### config.mk
export PLATFORM = sky130hd
export DESIGN_NAME = irq_dispatch_router
export DESIGN_NICKNAME = d
export VERILOG_FILES = /design/src/rtl/irq_route_pkg.sv /design/src/rtl/irq_rst_sync.sv /design/src/rtl/irq_ctrl_regs.sv /design/src/rtl/irq_src_slice.sv /design/src/rtl/irq_dispatch_router.sv
export SDC_FILE = /design/constraint.sdc
export NUM_CORES = 1
export LEC_CHECK = 0
export ABC_AREA = 1
export CORE_MARGIN = 5
export CORE_UTILIZATION = 40
export DETAILED_ROUTE_END_ITERATION = 6
export HOLD_SLACK_MARGIN = 0.12
export PLACE_DENSITY = 0.68
export SLEW_MARGIN = 40
export SYNTH_ARGS = -nofsm -noshare
export SYNTH_HDL_FRONTEND = slang
export SYNTH_SLANG_ARGS = --single-unit
### constraint.sdc
create_clock -name clk -period 2.1 [get_ports clk]
set_clock_uncertainty 0.2 [all_clocks]
set_input_delay 0.42 -clock clk [delete_from_list [all_inputs] [get_ports clk]]
set_output_delay 0.42 -clock clk [all_outputs]
set_load 0.02 [all_outputs]
### src/rtl/irq_route_pkg.sv
package irq_route_pkg;
  localparam int CTRL_W      = 3;
  localparam int BIT_DMA_SEL = 0;
  localparam int BIT_DTC_EN  = 1;
  localparam int BIT_ISEL    = 2;

  typedef struct packed {
    logic isel;
    logic dtc_en;
    logic dma_sel;
  } src_ctrl_t;
endpackage

### src/rtl/irq_rst_sync.sv
module irq_rst_sync (
  input  logic clk,
  input  logic rst_n,
  output logic rst_sync_n
);
  logic [1:0] sync_q;

  always_ff @(posedge clk or negedge rst_n) begin
    if (!rst_n) sync_q <= 2'b00;
    else        sync_q <= {sync_q[0], 1'b1};
  end

  assign rst_sync_n = sync_q[1];
endmodule

### src/rtl/irq_ctrl_regs.sv
module irq_ctrl_regs
  import irq_route_pkg::*;
#(
  parameter int NSRC = 8,
  localparam int AW  = $clog2(NSRC) + 1
) (
  input  logic              clk,
  input  logic              rst_n,
  input  logic              wr_en,
  input  logic [AW-1:0]     wr_addr,
  input  logic [CTRL_W-1:0] wr_data,
  input  logic [NSRC-1:0]   en_clr,
  output src_ctrl_t         ctrl [NSRC],
  output logic              dma_en
);
  src_ctrl_t ctrl_q [NSRC];
  src_ctrl_t ctrl_n [NSRC];
  logic      dma_en_q, dma_en_n;
  logic      glob_hit;

  assign glob_hit = wr_en && (wr_addr == AW'(NSRC));

  always_comb begin
    dma_en_n = glob_hit ? wr_data[0] : dma_en_q;
  end

  for (genvar i = 0; i < NSRC; i++) begin : g_src
    logic hit;
    assign hit = wr_en && (wr_addr == AW'(i));

    // software write overrides the hardware clear of the same cycle
    always_comb begin
      ctrl_n[i] = ctrl_q[i];
      if (hit) begin
        ctrl_n[i] = src_ctrl_t'(wr_data);
      end else if (en_clr[i]) begin
        ctrl_n[i].dtc_en = 1'b0;
      end
    end

    always_ff @(posedge clk or negedge rst_n) begin
      if (!rst_n) ctrl_q[i] <= '0;
      else        ctrl_q[i] <= ctrl_n[i];
    end

    assign ctrl[i] = ctrl_q[i];
  end

  always_ff @(posedge clk or negedge rst_n) begin
    if (!rst_n) dma_en_q <= 1'b0;
    else        dma_en_q <= dma_en_n;
  end

  assign dma_en = dma_en_q;
endmodule

### src/rtl/irq_src_slice.sv
module irq_src_slice (
  input  logic clk,
  input  logic rst_n,
  input  logic route_dma,
  input  logic dtc_en,
  input  logic isel,
  input  logic src_req,
  input  logic dma_start,
  input  logic dtc_done,
  input  logic cnt_zero,
  input  logic cpu_clr,
  output logic src_clr,
  output logic dma_act,
  output logic dtc_act,
  output logic cpu_pend,
  output logic en_clr,
  output logic busy
);
  logic busy_q, busy_n;
  logic hold_q, hold_n;     // a clear was issued; wait for the flag to drop
  logic pend_q, pend_n;
  logic act_q, act_n;
  logic clr_q, clr_n;
  logic route_dtc, route_cpu, fire, done_ok, irq_from_dtc, cpu_set;

  assign route_dtc    = !route_dma && dtc_en;
  assign route_cpu    = !route_dma && !dtc_en;
  assign fire         = route_dtc && src_req && !busy_q && !hold_q;
  assign done_ok      = dtc_done && busy_q;
  assign irq_from_dtc = done_ok && (isel || cnt_zero);
  assign cpu_set      = irq_from_dtc || (route_cpu && src_req && !hold_q);

  always_comb begin
    busy_n = busy_q;
    if (fire)         busy_n = 1'b1;
    else if (done_ok) busy_n = 1'b0;

    act_n = fire;
    clr_n = (done_ok && !isel) || (route_dma && dma_start && !hold_q);

    hold_n = hold_q && src_req;
    if (clr_n) hold_n = 1'b1;

    pend_n = pend_q;
    if (cpu_set)      pend_n = 1'b1;
    else if (cpu_clr) pend_n = 1'b0;
  end

  always_ff @(posedge clk or negedge rst_n) begin
    if (!rst_n) begin
      busy_q <= 1'b0;
      hold_q <= 1'b0;
      pend_q <= 1'b0;
      act_q  <= 1'b0;
      clr_q  <= 1'b0;
    end else begin
      busy_q <= busy_n;
      hold_q <= hold_n;
      pend_q <= pend_n;
      act_q  <= act_n;
      clr_q  <= clr_n;
    end
  end

  assign src_clr  = clr_q;
  assign dtc_act  = act_q;
  assign dma_act  = route_dma && src_req && !hold_q;
  assign cpu_pend = pend_q && !route_dma;
  assign en_clr   = irq_from_dtc;
  assign busy     = busy_q;
endmodule

### src/rtl/irq_dispatch_router.sv
module irq_dispatch_router
  import irq_route_pkg::*;
#(
  parameter int NSRC = 8,
  localparam int AW  = $clog2(NSRC) + 1
) (
  input  logic              clk,
  input  logic              rst_n,
  input  logic              reg_wr_en,
  input  logic [AW-1:0]     reg_wr_addr,
  input  logic [CTRL_W-1:0] reg_wr_data,
  input  logic [NSRC-1:0]   src_req,
  output logic [NSRC-1:0]   src_clr,
  output logic [NSRC-1:0]   dma_act,
  input  logic [NSRC-1:0]   dma_start,
  output logic [NSRC-1:0]   dtc_act,
  input  logic [NSRC-1:0]   dtc_done,
  input  logic              dtc_cnt_zero,
  input  logic [NSRC-1:0]   cpu_clr,
  output logic              cpu_irq
);
  logic            rst_int_n;
  src_ctrl_t       ctrl [NSRC];
  logic            dma_en;
  logic [NSRC-1:0] en_clr_vec, pend_vec, busy_vec, isel_vec, dma_route_vec;

  irq_rst_sync u_rst (
    .clk        (clk),
    .rst_n      (rst_n),
    .rst_sync_n (rst_int_n)
  );

  irq_ctrl_regs #(.NSRC(NSRC)) u_regs (
    .clk     (clk),
    .rst_n   (rst_int_n),
    .wr_en   (reg_wr_en),
    .wr_addr (reg_wr_addr),
    .wr_data (reg_wr_data),
    .en_clr  (en_clr_vec),
    .ctrl    (ctrl),
    .dma_en  (dma_en)
  );

  for (genvar i = 0; i < NSRC; i++) begin : g_slice
    assign dma_route_vec[i] = ctrl[i].dma_sel && dma_en;
    assign isel_vec[i]      = ctrl[i].isel;

    irq_src_slice u_slice (
      .clk       (clk),
      .rst_n     (rst_int_n),
      .route_dma (dma_route_vec[i]),
      .dtc_en    (ctrl[i].dtc_en),
      .isel      (ctrl[i].isel),
      .src_req   (src_req[i]),
      .dma_start (dma_start[i]),
      .dtc_done  (dtc_done[i]),
      .cnt_zero  (dtc_cnt_zero),
      .cpu_clr   (cpu_clr[i]),
      .src_clr   (src_clr[i]),
      .dma_act   (dma_act[i]),
      .dtc_act   (dtc_act[i]),
      .cpu_pend  (pend_vec[i]),
      .en_clr    (en_clr_vec[i]),
      .busy      (busy_vec[i])
    );
  end

  assign cpu_irq = |pend_vec;
endmodule

Word level (Yosys, flattened, before mapping)
Cells that the tools add are included.
{"block": "totals", "reg_bits": 67, "in_bits": 43, "out_inout_bits": 25, "word_cells": 365}
{"block": "classes", "n_eq_ne": 8, "mux": 56, "n_reduce_logical": 235}
{"op": "logical AND 1 bit", "count": 145}
{"op": "two-way mux 1 bit", "count": 56}
{"op": "nonzero test 2 bit", "count": 24}
{"op": "zero test 1 bit", "count": 40}
{"op": "logical OR 1 bit", "count": 24}
{"op": "== test 4 x 3 -> 1 bit, second input constant", "count": 4}
{"op": "== test 4 x 2 -> 1 bit, second input constant", "count": 2}
{"op": "OR reduction 8 bit", "count": 1}
{"op": "== test 4 x 1 -> 1 bit, second input constant", "count": 1}
{"op": "== test 4 bit, second input constant", "count": 1}
{"op": "zero test 4 bit", "count": 1}

Depth between registers and ports, before layout
Gate-level depths: netlist of the first run.
{"block": "depth", "ltp_word": 7, "ltp_mapped": 6}

Hierarchy
Synthesis of the first run repeated with hierarchy kept, for this count alone.
{"block": "hier_totals", "cells_unflattened": 452, "area_unflattened_um2": 3319.4}
{"module": "irq_src_slice", "instances": 8, "cells_per_inst": 33, "area_each_um2": 249.0}
{"module": "irq_ctrl_regs", "instances": 1, "cells_per_inst": 153, "area_each_um2": 1152.4}
{"module": "irq_dispatch_router", "instances": 1, "cells_per_inst": 32, "area_each_um2": 121.4}
{"module": "irq_rst_sync", "instances": 1, "cells_per_inst": 3, "area_each_um2": 53.8}

Worst setup path after synthesis of the first run
OpenSTA, ideal clock, no wires.
{"block": "synth_path", "path_type": "reg2out", "from": "reg u_regs.dma_en_q (netlist: u_regs.dma_en)", "to": "out cpu_irq", "t_arrival_ns": 0.931, "required_time_ns": 1.480, "slack_ns": 0.549, "path_stages_with_launch": 7, "path_buffers": 1, "cell_sequence": "dfrtp_1 buf_6 nand2_4 nand2_1 nand2_1 nor2_1 nand2_1"}
{"block": "synth_between", "elab_chain_len": 4, "word_cells_on_any_way": 25, "cone_classes": "25 x reduce/logical"}
{"item": "start, declared", "line_no": "irq_ctrl_regs.sv:18", "text": "logic dma_en_q, dma_en_n;"}
{"item": "start signal, assigned", "line_no": "irq_ctrl_regs.sv:51", "text": "else dma_en_q <= dma_en_n;"}
{"item": "logical AND 1 bit", "line_no": "irq_dispatch_router.sv:45", "text": "assign dma_route_vec[i] = ctrl[i].dma_sel && dma_en;"}
{"item": "zero test 1 bit", "line_no": "irq_src_slice.sv:68", "text": "assign cpu_pend = pend_q && !route_dma;"}
{"item": "logical AND 1 bit", "line_no": "irq_src_slice.sv:68"}
{"item": "OR reduction 8 bit *", "line_no": "irq_dispatch_router.sv:68", "text": "assign cpu_irq = |pend_vec;"}
{"item": "end, declared", "line_no": "irq_dispatch_router.sv:20", "text": "output logic cpu_irq"}
Mark *: on every way between the ends. The rest lies on a longest branch, timed or not.

Final worst setup path of the first run
Ends and elaborated chain as after synthesis.

==> results.py, run 1 <==
metrics = {
    "clock_tree": {
        "numClockSinks": 67,
        "root_buffer": "clkbuf_8",
        "cts.clk_slew.worst_paths_ps": 70,
        "cts_tree": "done",
        "cts_buffer_depth": 2,
        "htree_num_levels": 3,
        "clkLatencyLatePin_ps": 330,
        "cts_made_buffers": 9,
    },
    "routing": {
        "viasPerCell": 4.557,
        "drt_wl_total_um": 7055,
        "drt_iter0_drc": 118,
        "drc": 0,
        "wl_per_cell_um": 11.92,
        "vias": 2698,
        "antenna_left": 0,
        "drt-pass1-iter-count": 4,
    },
    "timing": {
        "period_share_pct": 98.58,
        "finalMaxSlewViolations": 0,
        "hold_viol": 0,
        "fmax_mhz": 483.1,
        "rsz0062_at_grt": "yes",
        "setup_viol": 0,
        "tns_ps": 0,
        "min_period_ps": 2070,
    },
    "layout": {
        "syn2layout_area_growth_pct": 30.86,
        "fin_nets": 529,
        "nFillCells": 741,
        "layout_common_cells": "116 x nand2_1, 66 x dfrtp_1, 63 x inv_1",
        "fin_area_um2": 4255,
        "diodes": 0,
        "final_common_cell": "nand2_1",
        "fin_util_pct": 54.50,
        "drive_gt1_share_pct": 14.08,
    },
    "global_routing": {
        "antenna_found_initial": 0,
        "grt_pass1_wl_um": 11850,
        "first_global_vias": 2716,
        "grt_max_degree": 66,
        "overflow": 0,
        "grt_use_total_pct": 14.77,
    },
    "critical_path": {
        "crit_fanout": 5,
        "worstPathCellList": "buf_6, nand2_1, nand2_2, nand2_1, nor2_1, nand2_1, buf_6",
        "critPathLaunchType": "flop",
        "worst_setup_path_end_kind": "output port",
        "crit_type": "reg2out",
        "cpMostUsedCell": "nand2_1",
        "cp.arrival_ps": 1450,
        "max_stage_delay_ps": 410,
        "crit_required_ps": 1480,
        "cp_slowest_cell": "dfrtp_1",
    },
    "synth": {
        "netlist_area_um2": 3252,
        "synth_seq_area_share_pct": 51.56,
        "postSynth.topFlopCell": "dfrtp_1",
        "yosys_warnings": 0,
        "netlist_instances": 409,
        "synth_edf_count": 0,
        "post_synth.cell_area_avg_um2": 7.951,
        "syn-num-nets": 452,
        "yosysUniqueCellTypes": 25,
        "synth-seq-cells": 67,
        "synthArstFlopShare_pct": 100.0,
    },
    "floorplanning": {
        "die_w_um": 100.2,
        "core.rowCount": 32,
        "num_io_pins": 68,
        "start_util_pct": 41.65,
        "coreArea_um2": 7807,
        "die_area_um2": 10030,
        "die_h_um": 100.2,
    },
    "status": {
        "status": "completed",
    },
    "placement": {
        "hpwl_um": 5304,
        "gp_congestion": 0.8646,
        "io_buffer_count": 67,
        "place_area_um2": 4036,
    },
    "pwr": {
        "ir_worst_vdd_mv": 0.4238,
        "leakage_uw": 0.002224,
        "p_total_uw": 3992,
        "p_int_uw": 2650,
        "combPwrFrac_pct": 30.3,
        "pwr-share-clk_pct": 22.8,
        "swShare_pct": 33.60,
        "p_per_area_nw_per_um2": 938.0,
        "seq_power_share_pct": 46.9,
        "power.net_switching_uw": 1341,
    },
    "min_path": {
        "min_path_type": "reg2reg",
    },
    "run": {
        "maxCapViolations": 0,
    },
}
==> logic make-up after synthesis <==
family	Yosys count	share of synthesized area, %
AND/OR/NAND/NOR	217	28.63
buffers and inverters	92	13.77
flip-flops	67	51.56
AO/OA/AOI/OAI	32	5.926
other	1	0.1153
==> synthesized netlist by cell type, types with 3 or more instances <==
master    instances  area [um^2]
nand2_1         123        461.7
nand3_1          17        85.08
o21ai_1           6        30.03
nor2_1           49        183.9
nand2_4           3        33.78
o211ai_1          8        60.06
nor3_1            8        40.04
buf_4            25        187.7
dfrtp_1          67         1677
o22ai_1           6        37.54
nand4_1           9        56.30
a21oi_1           8        40.04
inv_1            63        236.5
==> power by group through the flow <==
stage | sequential [uW] | combinational (uW) | clock, uW
2_1_floorplan | 1850 | 835 | 0
3_3_place_gp | 1870 | 1160 | 0
3_5_place_dp | 1880 | 1190 | 0
4_1_cts | 1850 | 1200 | 939
5_1_grt | 1920 | 1370 | 995
6_report | 1870 | 1210 | 912
==> registers in the layout, summed over array words and instances, names as in the netlist <==
name and count:
u_regs.ctrl 24, g_slice.u_slice.busy 8, g_slice.u_slice.dtc_act 8, g_slice.u_slice.hold_q 8, g_slice.u_slice.pend_q 8, g_slice.u_slice.src_clr 8, u_rst.sync_q 2, u_regs.dma_en 1
==> through the flow <==
step	worst slack (ps)	hold slack, ps	std cells
after floorplan	549.5	-75.59	409
after global placement	-220.4	94.66	574
after detailed placement	-281.5	100.8	574
after global routing	-75.43	176.7	592
after CTS	4.837	157.8	591
final	29.88	152.7	592
==> worst max-delay path: cells and delay by family (launching register included) <==
kind                   cells  cell delay (ps)
AND/OR/NAND/NOR            5              420
flip-flops                 1              410
buffers and inverters      2              290
==> what timing repair did <==
item / CTS / global route
cloned: 0 / 1
hold buffers: 2 / 0
hold endpoints to repair: 67 / 0
endpoints found under the setup margin: 9 / 8
pin swaps: 0 / 3
resized for setup: 39 / 24
buffers inserted: 0 / 0
==> worst paths after layout <==
kind	start	endpoint	slack [ps]	depth (start not counted)
max in group asynchronous	u_rst.sync_q[1]$_DFF_PN0_	g_slice[4].u_slice.src_clr$_DFF_PN0_	790	2
worst min-delay path	u_rst.sync_q[0]$_DFF_PN0_	u_rst.sync_q[1]$_DFF_PN0_	150	0
worst max register to register	u_regs.dma_en$_DFFE_PN0P_	g_slice[0].u_slice.busy$_DFFE_PN0P_	730	6
worst min register to register	u_rst.sync_q[0]$_DFF_PN0_	u_rst.sync_q[1]$_DFF_PN0_	150	0
worst max-delay path	u_regs.dma_en$_DFFE_PN0P_	cpu_irq	30	7
min in group asynchronous	rst_n	u_rst.sync_q[0]$_DFF_PN0_	590	2
==> layer usage <==
metal  up-vias  wire length, um  share of wire (%)  global-route usage, %
met1      1221             3170                 45                  18.61
met4         0               79                1.1                  6.114
met3         6              507                7.2                  4.309
met2        69             3298                 47                  23.75
met5         -                0                  0                      0
li1       1402                -                  -                      -
==> area by class of cell <==
type	count	area, um^2	area share [%]
flip-flops and latches	67	1678	39.43
multi-input cells	250	1175	27.61
repair buffers	94	873.3	20.52
inverters	64	240.2	5.645
clock buffers	13	148.9	3.499
well taps	102	127.6	2.999
clock inverters	2	12.51	0.2940
Power figures use the tool's default switching activity.
==> run 2: changes to the inputs <==
Settings changed: CORE_MARGIN 5 to 2.
==> run 2 against run 1 <==
Against the previous run:
- global-route usage is 2.6 points higher
- count of clock-buffer cells in the layout is 2 lower
- fmax is 0.24% lower
- register-to-register slack worse by 140 ps
- sequential cell count stayed put
- final cell count is 1.4% higher
==> results.py, run 2 (synthesis results as in run 1) <==
metrics = {
    "timing": {
        "fmax_mhz": 481.9,
        "fin_ws_ps": 24.89,
        "finalMaxSlewViolations": 0,
        "min_period_ps": 2075,
        "hold_viol": 0,
        "rsz0062_at_grt": "yes",
        "setup_viol": 0,
        "period_share_pct": 98.81,
    },
    "routing": {
        "vias": 2781,
        "antenna_left": 0,
        "drt_iter0_drc": 161,
        "viasPerCell": 4.635,
        "wl_per_cell_um": 11.63,
        "drc": 0,
        "drt_wl_total_um": 6977,
        "drt-pass1-iter-count": 4,
    },
    "layout": {
        "layout_common_cells": "115 x nand2_1, 66 x dfrtp_1, 63 x inv_1",
        "nFillCells": 699,
        "drive_gt1_share_pct": 16.47,
        "diodes": 0,
        "syn2layout_area_growth_pct": 34.09,
        "fin_nets": 536,
        "final_common_cell": "nand2_1",
        "instances_no_fill": 600,
        "largest_reg_flops": 24,
    },
    "pwr": {
        "pwr-share-clk_pct": 24.9,
        "p_int_uw": 2813,
        "ir_worst_vdd_mv": 0.3900,
        "leakage_uw": 0.002285,
        "p_per_area_nw_per_um2": 960.6,
        "seq_power_share_pct": 44.7,
        "swShare_pct": 32.85,
        "combPwrFrac_pct": 30.4,
        "power.net_switching_uw": 1376,
    },
    "floorplanning": {
        "coreArea_um2": 7807,
        "start_util_pct": 41.65,
        "die_area_um2": 8867,
        "die_w_um": 94.17,
        "core.rowCount": 32,
        "die_h_um": 94.17,
        "num_io_pins": 68,
    },
    "placement": {
        "dp_slack_ps": -280.6,
        "hpwl_um": 5321,
        "place_inst": 578,
        "gp_congestion": 0.8215,
        "io_buffer_count": 67,
    },
    "global_routing": {
        "grt_max_degree": 66,
        "first_global_vias": 2760,
        "grt_pass1_wl_um": 12000,
        "antenna_found_initial": 0,
        "overflow": 0,
        "grt_use_total_pct": 17.41,
    },
    "critical_path": {
        "cp_num_buf_inv": 3,
        "critPathTopFamily": "flip-flops",
        "max_stage_delay_ps": 420,
        "critPathLaunchType": "flop",
        "cp.arrival_ps": 1460,
        "crit_required_ps": 1480,
        "worst_setup_path_end_kind": "output port",
        "crit_fanout": 3,
        "cp_slowest_cell": "dfrtp_1",
        "crit_type": "reg2out",
        "worstPathCellList": "buf_6, buf_6, nand2_4, nand2_2, nand2_2, nor2_2, nand2_2, buf_6",
    },
    "clock_tree": {
        "cts_made_buffers": 9,
        "clkLatencyLatePin_ps": 330,
        "numClockSinks": 67,
        "cts_tree": "done",
        "cts_buffer_depth": 2,
        "htree_num_levels": 3,
        "root_buffer": "clkbuf_8",
        "cts.clk_slew.worst_paths_ps": 70,
    },
    "status": {
        "status": "completed",
    },
    "min_path": {
        "min_path_type": "reg2reg",
    },
    "run": {
        "maxCapViolations": 0,
    },
}
-- run 2: changes by cell type in the layout (fill, tap and decap cells not counted), sizes merged --
cell           previous run  this run
buf                      32        40
bufinv                    0         1
clkbuf                   14        12
clkdlybuf4s15             1         0
clkinv                    1         3
-- run 2: layout make-up --
class	count	area (um^2)	area share [%]
flip-flops and latches	67	1678	38.48
clock inverters	5	52.55	1.205
inverters	64	240.2	5.509
well taps	102	127.6	2.927
repair buffers	101	933.4	21.41
clock buffers	11	141.4	3.242
multi-input cells	250	1187	27.23
-- run 2: stage by stage --
step	utilization (%)	setup TNS [ps]	hold WS (ps)	instance area, um^2	power, uW
global route	55.85	-188.2	171.1	4360	4515
floorplan	-	0	-75.59	3253	2682
CTS	55.21	-134.5	155.9	4310	4189
global placement	52.08	-1696	95.48	4066	3044
detailed placement	52.08	-2019	94.97	4066	3093
finish	55.85	0	153.6	4360	4189
-- run 2: repair_timing --
| action | CTS | global route |
|---|---|---|
| setup buffers | 4 | 1 |
| hold buffers | 2 | 0 |
| pin swaps | 5 | 7 |
| gates resized for setup | 49 | 23 |
| hold endpoints to repair | 67 | 0 |
| endpoints found under the setup margin | 9 | 9 |
-- run 2: per-layer routing --
layer / global-route usage (%) / wire length [um]
met1: 22.62 / 3077
met2: 27.50 / 3336
met3: 4.013 / 401
met4: 8.213 / 162
met5: 0 / 0
-- run 2: power by group through the flow --
stage | registers [uW] | clock network (uW) | logic (uW)
final | 1870 | 1040 | 1270
after global routing | 1920 | 1140 | 1450
after CTS | 1860 | 1070 | 1250
after detailed placement | 1880 | 0 | 1210
after global placement | 1870 | 0 | 1180
after floorplan | 1850 | 0 | 835
-- run 2: final timing paths --
kind / from / endpoint / slack (ps) / depth (start not counted)
setup / recovery: u_regs.dma_en$_DFFE_PN0P_ / cpu_irq / 20 / 8
setup reg to reg: u_regs.dma_en$_DFFE_PN0P_ / g_slice[6].u_slice.hold_q$_DFF_PN0_ / 590 / 7
min in group asynchronous: rst_n / u_rst.sync_q[0]$_DFF_PN0_ / 580 / 2
max in group asynchronous: u_rst.sync_q[1]$_DFF_PN0_ / g_slice[5].u_slice.hold_q$_DFF_PN0_ / 780 / 2
hold reg to reg: u_rst.sync_q[0]$_DFF_PN0_ / u_rst.sync_q[1]$_DFF_PN0_ / 150 / 0
hold / removal: u_rst.sync_q[0]$_DFF_PN0_ / u_rst.sync_q[1]$_DFF_PN0_ / 150 / 0
